<file path="src/rtl/rxq_pkg.sv">
`timescale 1ns/1ps
package rxq_pkg;
  localparam int TRIG_W = 5;

  typedef enum logic [1:0] {
    TRIG_1  = 2'b00,
    TRIG_4  = 2'b01,
    TRIG_8  = 2'b10,
    TRIG_14 = 2'b11
  } trig_sel_e;

  function automatic logic [TRIG_W-1:0] trig_bytes(trig_sel_e s);
    case (s)
      TRIG_1:  return TRIG_W'(1);
      TRIG_4:  return TRIG_W'(4);
      TRIG_8:  return TRIG_W'(8);
      default: return TRIG_W'(14);
    endcase
  endfunction
endpackage

</file>
<file path="src/rtl/rxq_store.sv">
`timescale 1ns/1ps
module rxq_store #(
  parameter int DEPTH = 16,
  parameter int W     = 8
) (
  input  logic                       clk_i,
  input  logic                       rst_ni,
  input  logic                       flush_i,
  input  logic                       push_i,
  input  logic                       pop_i,
  input  logic [W-1:0]               wdata_i,
  output logic [W-1:0]               rdata_o,
  output logic [$clog2(DEPTH):0]     count_o,
  output logic                       full_o,
  output logic                       empty_o
);
  localparam int PW = $clog2(DEPTH);
  localparam int NW = PW + 1;
  localparam logic [PW-1:0] LAST = PW'(DEPTH - 1);
  localparam logic [NW-1:0] FULL_N = NW'(DEPTH);

  logic [W-1:0]  mem_q [DEPTH];
  logic [PW-1:0] wr_q, rd_q;
  logic [NW-1:0] cnt_q;

  always_ff @(posedge clk_i or negedge rst_ni) begin
    if (!rst_ni) begin
      wr_q  <= '0;
      rd_q  <= '0;
      cnt_q <= '0;
    end else if (flush_i) begin
      wr_q  <= '0;
      rd_q  <= '0;
      cnt_q <= '0;
    end else begin
      if (push_i) wr_q <= (wr_q == LAST) ? '0 : wr_q + 1'b1;
      if (pop_i)  rd_q <= (rd_q == LAST) ? '0 : rd_q + 1'b1;
      case ({push_i, pop_i})
        2'b10:   cnt_q <= cnt_q + 1'b1;
        2'b01:   cnt_q <= cnt_q - 1'b1;
        default: cnt_q <= cnt_q;
      endcase
    end
  end

  // storage carries no reset; the count guards every read
  always_ff @(posedge clk_i) begin
    if (push_i && !flush_i) mem_q[wr_q] <= wdata_i;
  end

  assign rdata_o = mem_q[rd_q];
  assign count_o = cnt_q;
  assign full_o  = (cnt_q == FULL_N);
  assign empty_o = (cnt_q == '0);
endmodule

</file>
<file path="src/rtl/rxq_timer.sv">
`timescale 1ns/1ps
module rxq_timer #(
  parameter int CW = 16
) (
  input  logic          clk_i,
  input  logic          rst_ni,
  input  logic          cancel_i,
  input  logic          restart_i,
  input  logic          clear_i,
  input  logic          have_data_i,
  input  logic [CW-1:0] char_cycles_i,
  output logic          pend_o
);
  localparam int TW = CW + 2;
  localparam logic [TW-1:0] ONE = TW'(1);

  logic [TW-1:0] cnt_q;
  logic          armed_q, pend_q;
  logic [TW-1:0] limit;

  assign limit = {char_cycles_i, 2'b00};

  always_ff @(posedge clk_i or negedge rst_ni) begin
    if (!rst_ni) begin
      cnt_q   <= '0;
      armed_q <= 1'b0;
      pend_q  <= 1'b0;
    end else if (cancel_i) begin
      cnt_q   <= '0;
      armed_q <= 1'b0;
      pend_q  <= 1'b0;
    end else begin
      if (restart_i) begin
        cnt_q   <= '0;
        armed_q <= 1'b1;
      end else if (armed_q) begin
        if (cnt_q + ONE >= limit) begin
          armed_q <= 1'b0;
          if (have_data_i) pend_q <= 1'b1;
        end else begin
          cnt_q <= cnt_q + ONE;
        end
      end
      if (clear_i) pend_q <= 1'b0;
    end
  end

  assign pend_o = pend_q;
endmodule

</file>
<file path="src/rtl/uart_rx_fifo.sv">
`timescale 1ns/1ps
module uart_rx_fifo #(
  parameter int DEPTH = 16,
  parameter int CW    = 16
) (
  input  logic                      clk_i,
  input  logic                      rst_ni,
  input  logic [7:0]                rx_byte_i,
  input  logic                      rx_valid_i,
  input  logic                      rx_break_i,
  input  logic                      data_rd_i,
  input  logic                      lsr_rd_i,
  input  logic                      ctl_wr_i,
  input  logic [7:0]                ctl_data_i,
  input  logic [CW-1:0]             char_cycles_i,
  output logic [7:0]                rd_data_o,
  output logic                      data_ready_o,
  output logic                      break_o,
  output logic                      overrun_o,
  output logic [$clog2(DEPTH):0]    count_o,
  output logic [rxq_pkg::TRIG_W-1:0] trig_level_o,
  output logic                      timeout_o
);
  import rxq_pkg::*;
  localparam int NW = $clog2(DEPTH) + 1;
  localparam logic [NW-1:0] ONE_N = NW'(1);

  logic            fifo_en_q, dr_q, brk_q, ovr_q;
  trig_sel_e       trig_q;
  logic [7:0]      hold_q;
  logic            dr_d, brk_d, ovr_d;

  logic            act, ctl_flush, rx_evt;
  logic [7:0]      rx_val;
  logic            push, pop, push_ok, drop, last_pop;
  logic [7:0]      head;
  logic [NW-1:0]   cnt;
  logic            full, empty;
  logic            unused_ctl;

  assign unused_ctl = ^ctl_data_i[5:2];

  assign act       = !ctl_wr_i;
  assign ctl_flush = ctl_wr_i && (ctl_data_i[1] || (ctl_data_i[0] != fifo_en_q));
  assign rx_evt    = act && (rx_valid_i || rx_break_i);
  assign rx_val    = rx_break_i ? 8'h00 : rx_byte_i;

  assign push     = fifo_en_q && rx_evt;
  assign pop      = fifo_en_q && act && data_rd_i && !empty;
  assign push_ok  = push && (!full || pop);
  assign drop     = push && full && !pop;
  assign last_pop = pop && (cnt == ONE_N) && !push;

  rxq_store #(.DEPTH(DEPTH), .W(8)) i_store (
    .clk_i   (clk_i),
    .rst_ni  (rst_ni),
    .flush_i (ctl_flush),
    .push_i  (push_ok),
    .pop_i   (pop),
    .wdata_i (rx_val),
    .rdata_o (head),
    .count_o (cnt),
    .full_o  (full),
    .empty_o (empty)
  );

  rxq_timer #(.CW(CW)) i_timer (
    .clk_i         (clk_i),
    .rst_ni        (rst_ni),
    .cancel_i      (ctl_flush || last_pop),
    .restart_i     (push || (pop && cnt > ONE_N)),
    .clear_i       (fifo_en_q && act && data_rd_i),
    .have_data_i   (!empty),
    .char_cycles_i (char_cycles_i),
    .pend_o        (timeout_o)
  );

  // flag next-state: clears first, new events override
  always_comb begin
    dr_d  = dr_q;
    brk_d = brk_q;
    ovr_d = ovr_q;
    if (ctl_flush) begin
      dr_d  = 1'b0;
      brk_d = 1'b0;
    end else if (act) begin
      if (lsr_rd_i) begin
        brk_d = 1'b0;
        ovr_d = 1'b0;
      end
      if (fifo_en_q) begin
        if (last_pop) begin
          dr_d  = 1'b0;
          brk_d = 1'b0;
        end
        if (push) dr_d = 1'b1;
        if (drop) ovr_d = 1'b1;
      end else begin
        if (data_rd_i && !rx_evt) begin
          dr_d  = 1'b0;
          brk_d = 1'b0;
        end
        if (rx_evt) begin
          dr_d = 1'b1;
          if (dr_q && !data_rd_i) ovr_d = 1'b1;
        end
      end
      if (rx_evt && rx_break_i) brk_d = 1'b1;
    end
  end

  always_ff @(posedge clk_i or negedge rst_ni) begin
    if (!rst_ni) begin
      fifo_en_q <= 1'b0;
      trig_q    <= TRIG_1;
      hold_q    <= 8'h00;
      dr_q      <= 1'b0;
      brk_q     <= 1'b0;
      ovr_q     <= 1'b0;
    end else begin
      if (ctl_wr_i) begin
        fifo_en_q <= ctl_data_i[0];
        trig_q    <= trig_sel_e'(ctl_data_i[7:6]);
      end
      if (!fifo_en_q && rx_evt) hold_q <= rx_val;
      dr_q  <= dr_d;
      brk_q <= brk_d;
      ovr_q <= ovr_d;
    end
  end

  assign rd_data_o    = fifo_en_q ? (empty ? 8'h00 : head) : hold_q;
  assign data_ready_o = dr_q;
  assign break_o      = brk_q;
  assign overrun_o    = ovr_q;
  assign count_o      = cnt;
  assign trig_level_o = trig_bytes(trig_q);
endmodule

</file>
<file path="config.mk">
export PLATFORM = sky130hd
export DESIGN_NAME = uart_rx_fifo
export DESIGN_NICKNAME = d
export VERILOG_FILES = /design/src/rtl/rxq_pkg.sv /design/src/rtl/rxq_store.sv /design/src/rtl/rxq_timer.sv /design/src/rtl/uart_rx_fifo.sv
export SDC_FILE = /design/constraint.sdc
export NUM_CORES = 1
export LEC_CHECK = 0
export ABC_CLOCK_PERIOD_IN_PS = 3700
export BUFFER_PORTS_ARGS = -buffer_cell sky130_fd_sc_hd__buf_2
export CORE_MARGIN = 4
export CORE_UTILIZATION = 55
export DETAILED_ROUTE_END_ITERATION = 8
export PLACE_DENSITY = 0.74
export SLEW_MARGIN = 20
export SYNTH_ARGS = -nofsm -noshare
export SYNTH_HDL_FRONTEND = slang
export SYNTH_HIERARCHICAL = 1
export SYNTH_SLANG_ARGS = --single-unit
export TNS_END_PERCENT = 1
</file>
<file path="constraint.sdc">
create_clock -name clk_i -period 3.7 [get_ports clk_i]
set_clock_uncertainty 0.2 [all_clocks]
set_input_delay 0.37 -clock clk_i [delete_from_list [all_inputs] [get_ports clk_i]]
set_output_delay 0.37 -clock clk_i [all_outputs]
set_load 0.005 [all_outputs]
</file>
# After elaboration in Yosys (flattened, before gate mapping)
# Memory sizes are Yosys's and may differ from the RTL's.
# Cells that the tools add are included.
# word_totals
reg_bits,47
ramBits,128
out_inout_bits,22
elab_cells,127
memories,1
# memory_table
memory,depth,width,read_ports,rd_clocked_by_memory_dff,wr,line,rtl
i_store.mem_q,16,8,1,0,1,rxq_store.sv:22,logic [W-1:0] mem_q [DEPTH];
# classes
addsub,5
n_lt_le_gt_ge,2
n_eq_ne,14
muxes,47
bitwise_logic,2
n_reduce_logical,44
# ops
cell,n
$mux W18,4
$mux W1,31
$mux W4,6
$mux W8,3
$add A18 B1 Y18 const B,1
$ge A18 B18 Y1,1
$logic_and A1 B1 Y1,17
$pmux W4 S3,1
$reduce_bool A3 Y1,4
$pmux W5 S2,1
$logic_not A1 Y1,9
$add A4 B1 Y4 const B,2
$eq A4 B4 Y1 const B,2
$ne A3 B1 Y1 const B,2
$add A5 B1 Y5 const B,1
$eq A5 B1 Y1 const B,1
$eq A5 B5 Y1 const B,1
$gt A5 B1 Y1 const B,1
$logic_not A5 Y1,1
$logic_or A1 B1 Y1,5
$mux W5,1
$sub A5 B1 Y5 const B,1
$eq A2 B1 Y1 const B,2
$eq A2 B2 Y1 const B,2
other kinds (11),14

# Longest topological paths before layout
# depth
ltp_word,11
mapped_depth,14
depth_no_buf,12

# Modules after synthesis
# Netlist, hierarchy kept.
# by_module_without_submodules
module,n_inst,cells_each,area_per_inst_um2,seq_area_each_um2
rxq_store,1,339,5839.4,4169.0
rxq_timer,1,219,1869.3,500.5
uart_rx_fifo,1,99,880.8,350.3

# Worst setup path before layout
# OpenSTA, ideal clock, no wires.
# synth_path
path_kind,flip-flop to flip-flop
from,"reg i_store.cnt_q[1], in the netlist i_store/count_o[1]"
to,"reg i_store.cnt_q[4], in the netlist i_store/count_o[4]"
setup_time_ns,0.128
arrival_ns,2.972
required_ns,3.372
setup_slack_ns,0.401
stages_incl_launch_ff,15
period_less_slack_ns,3.299
path_cell_list,dfrtp_1 or4_1 nor2_1 or3_4 a21oi_1 buf_2 nor2b_4 buf_6 xor2_1 ha_1 or2_1 a21oi_1 o21bai_2 mux2i_1 mux2_1
# synth_between
elab_chain_len,8
word_cells_on_any_way,14
classes_between,add/sub (2); eq/ne (3); mux (2); reduce/logical (7)
# synth_rtl
item,line,rtl
from (decl),rxq_store.sv:24,logic [NW-1:0] cnt_q;
from (signal assigned),rxq_store.sv:39,2'b10: cnt_q <= cnt_q + 1'b1;
from (signal assigned),rxq_store.sv:40,2'b01: cnt_q <= cnt_q - 1'b1;
from (signal assigned),rxq_store.sv:41,default: cnt_q <= cnt_q;
$logic_not A5 Y1 *,rxq_store.sv:54,assign empty_o = (cnt_q == '0);
net empty,uart_rx_fifo.sv:38,"logic full, empty;"
$logic_not A1 Y1 *,--,
$logic_and A1 B1 Y1 *,uart_rx_fifo.sv:49,assign pop = fifo_en_q && act && data_rd_i && !empty;
$logic_or A1 B1 Y1 *,uart_rx_fifo.sv:50,assign push_ok = push && (!full || pop);
$logic_and A1 B1 Y1 *,uart_rx_fifo.sv:50,
net push_ok,uart_rx_fifo.sv:35,"logic push, pop, push_ok, drop, last_pop;"
$eq A2 B1 Y1 or $eq A2 B2 Y1 (tied branches),rxq_store.sv:38,"case ({push_i, pop_i})"
$pmux W5 S2,rxq_store.sv:38,
$mux W5,rxq_store.sv:31,end else if (flush_i) begin
# The timed path passes the listed nets; every way through them passes the cells marked *.
# A chain may end at the register's enable or synchronous reset.

# Worst setup path after layout
# layout_path
from,"reg i_store.cnt_q[2], in the netlist i_store/count_o[2]"
to,mem i_store.mem_q[0][6] (enable)
# layout_between
elab_chain_len,8
word_cells_on_any_way,10
classes_between,eq/ne (1); mux (2); reduce/logical (7)
# layout_rtl
item,line,rtl
$logic_not A5 Y1,rxq_store.sv:54,
net empty,uart_rx_fifo.sv:38,
$logic_not A1 Y1,--,
$logic_and A1 B1 Y1,uart_rx_fifo.sv:49,
$logic_or A1 B1 Y1,uart_rx_fifo.sv:50,
$logic_and A1 B1 Y1,uart_rx_fifo.sv:50,
net push_ok,uart_rx_fifo.sv:35,
$logic_and A1 B1 Y1,rxq_store.sv:48,if (push_i && !flush_i) mem_q[wr_q] <= wdata_i;
$mux W1,rxq_store.sv:48,
$mux W1 (implied by the code),rxq_store.sv:48,
to (decl),rxq_store.sv:22,
# The timed path passes the listed nets, and every way through them passes these cells.

==> impl_results.md <==
- Status: finished clean
- Post-synth top area cell: edfxtp_1
- Synth area leaders: edfxtp_1 45%, dfrtp_1 14%, mux2i_1 6.3%
- Overflow after GRT: 0
- Worst hold stages: 3
- Total Wirelength: ~20 mm
- Largest net degree at the start of global routing: 33
- R2R cell count: 8
- Layout cells sized above 1: 0.229
- Cell Pwr Density: 464 mW/mm^2
- P&R area growth vs syn: 14.3%
- Yosys warns: 6
- Post-synth net total: 721
- Synth Instances: between 600 and 700
- Antenna violations before repair: 0
- Final critical-path required period: 3.55 ns
- Post-synth ARST share: 0.269
- Cell Area, Placed: a little over 0.009 mm^2
- Number of synthesized register bits: 175
- Fillcell total: roughly 1.1k
- CTS HTree Levels: 4
- Core area: around 0.015 mm^2
- Routed vias: 5745
- DRC viols: 0
- Worst Hold Class: primary input to flip-flop
- # Post-CTS Setup Buffers: 0
- Initial DRC count: 518
- First-pass GRT wire length: about 31 mm
- Worst Min Path Start: ctl_wr_i
- First-pass DRT Iterations: 5
- Initial core utilization: 0.563
- Crit end category: flip-flop
- Least-Margin Pin Slew: 0.834 ns
- Multi-input combinational cell area: 0.00327 mm^2
- Vias in the first global route: 5778
- CTS clk-pin slew, worst paths: ~0.07 ns
- Reg2reg setup slack: 0.15 ns
- Antenna Nets Post-Route: 0
- Synthesized area: between 0.008 and 0.009 mm^2
- Distinct cell type count after synthesis: 68
- R2r endpoint: i_store/mem_q[0][6]
- Top post-synthesis cells by count: 128 x edfxtp_1, 55 x nand2_1, 54 x mux2i_1
- Final Max Slew Viols: 0
- DIE WIDTH: 133 um
- CTS buffer count: 17
- I/O pin count: 61
- MaxCap Viol Count: 0
- Required time worst endpoint: 3.58 ns
- Num rows: 45
- Peak supply drop: 0.000342 V
- Top_reg_cell synth: edfxtp_1
- CTS Buffer Depth: 2
- Hold violation total from the final report: 0
- Worst path arrival time: approximately 3.4 ns
- Sink Count: ~180
- RR Startpoint: i_store/count_o[2]
- Rel. slew slack: 0.438
- Hold Crit Endpoint: fifo_en_q
- Sequential cell area: 0.00502 mm^2
- Cell with the most instances after synthesis: edfxtp_1
- Fin area: 0.00982 mm^2
- Vias per inst: 6.05
- Die ar.: 0.0177 mm^2
- Clk root buf: clkbuf_16
- Final setup fails: 0
- PortBufs: 55
- Dpl ws: approximately 0.14 ns
- Die H: 133 um
- CTS tree: yes
- Static Leak: 3.77 nW
- Top achievable clock speed: about 280 MHz
- Overall Global Routing Usage: 0.229
- Critical setup path kind: flip-flop to flip-flop
- Post-synth top area share: 0.447
- Syn_area_per_cell: 13.1 um^2
- Seq/Total Area, Yosys: 0.584
- Post-DR wirelength/cell: 20.6 um
- # diodes: 0
- Power, Total: 4.56 mW
- Placed wire-length estimate: about 13 mm
- EDFF count, synth: 128
- RSZ-0062 raised after global routing: yes
- Worst-Skew Late Latency: 0.43 ns
- NumNets Final: 790
- Final period util: 0.960
- Worst-path maximum fanout: 8
- RePlAce Congestion: just over 0.9
- Worst setup SP type: flip-flop
- Min setup slack post-route: between 0.1 and 0.15 ns
==> registers in the layout, summed over array words and instances, names as in the netlist <==
| register | flops |
|---|---|
| break_o | 1 |
| data_ready_o | 1 |
| fifo_en_q | 1 |
| hold_q | 8 |
| i_store/count_o | 5 |
| i_store/mem_q | 128 |
| i_store/rd_q | 4 |
| i_store/wr_q | 4 |
| i_timer/armed_q | 1 |
| i_timer/cnt_q | 18 |
| i_timer/pend_o | 1 |
| overrun_o | 1 |
| trig_q | 2 |
==> what timing repair did <==
item	in CTS	in global routing
gates resized for setup	0	7
endpoints found under the hold margin	34	0
setup endpoints to repair	0	17
hold buffers	4	0
==> cell type report <==
cell class                      count  share of cell area
Inverter                           38              0.0147
Timing Repair Buffer               84              0.0525
Multi-Input combinational cell    410               0.333
Sequential cell                   175               0.512
Tap cell                          211              0.0269
Clock buffer                       17              0.0433
Clock inverter                     15              0.0178
==> logic make-up (layout without fill, tap and decap cells) <==
group | count (synthesis) | after routing | synth area share
flops | 175 | 175 | 0.584
mux | 81 | 81 | 0.119
buf+inv | 72 | 154 | 0.0390
simple gates | 191 | 191 | 0.126
compound gates | 89 | 89 | 0.0706
xor+xnor | 23 | 23 | 0.0235
fa+ha+maj | 25 | 25 | 0.0364
other cells | 1 | 1 | 0.000437
==> per-stage QoR <==
stage	hold slack (ns)	instances	setup TNS [ns]	util
after CTS	0.0627	950	0	0.641
after detailed placement	0.285	914	0	0.599
final	0.0879	950	0	0.643
after global placement	0.269	914	0	0.599
after floorplan	-0.126	657	0	-
after global routing	0.0897	950	-0.00219	0.643
==> critical path: stages (launching register included) <==
cell     delay, ns
dfrtp_1       0.44
or4_1         0.18
nor2_1        0.07
or3_4         0.41
a21oi_1       0.36
buf_4         0.22
nor2b_1       0.29
nor3b_1       0.54
and2_1        0.49
==> how the worst max path moves through the flow <==
stage | slack [ns] | cells after the start | from | to
finish | 0.15 | 8 | i_store/count_o[2] | i_store/mem_q[0][6]
detailed placement | 0.14 | 12 | i_timer/cnt_q[0] | i_timer/cnt_q[3]
global route | -0.002 | 11 | i_timer/cnt_q[1] | i_timer/cnt_q[2]
floorplan | 0.40 | 14 | i_store/count_o[1] | i_store/count_o[4]
CTS | 0.11 | 12 | i_timer/cnt_q[0] | i_timer/cnt_q[3]
global placement | 0.25 | 12 | i_timer/cnt_q[0] | i_timer/cnt_q[8]
==> cell usage in the layout, fill, tap and decap left out, types with 4 or more instances in the layout <==
master / instances
nor4_2: 6
or3_1: 16
nand4_1: 12
buf_2: 55
and2_1: 21
dlygate4sd3_1: 4
a21oi_1: 16
nor2b_1: 8
nor4_1: 9
dfrtp_1: 45
inv_1: 37
mux2i_1: 54
mux2_2: 10
nand2_1: 55
a31oi_1: 4
clkbuf_16: 17
mux4_2: 16
xnor2_1: 16
o21ai_0: 21
xor2_1: 7
nand3_1: 5
buf_4: 24
ha_1: 24
edfxtp_1: 128
nor2_1: 30
inv_6: 5
a22oi_1: 9
a221oi_1: 16
==> report_power, final <==
group / leakage (nW) / switching (mW) / internal (mW) / total [mW]
Sequential: 1.80 / 0.0413 / 2.15 / 2.20
Combinational: 1.67 / 0.330 / 0.251 / 0.581
Clock: 0.297 / 0.813 / 0.966 / 1.78
Total: 3.77 / 1.18 / 3.37 / 4.56
==> metal layers <==
layer,up-vias,share of wire,global-route usage,routed length [um]
met4,0,0.025,0.0843,484
met5,-,0,0,0
met2,287,0.49,0.368,9560
met1,2831,0.40,0.306,7910
li1,2587,-,-,-
met3,40,0.082,0.0532,1600
Power figures use the tool's default switching activity.
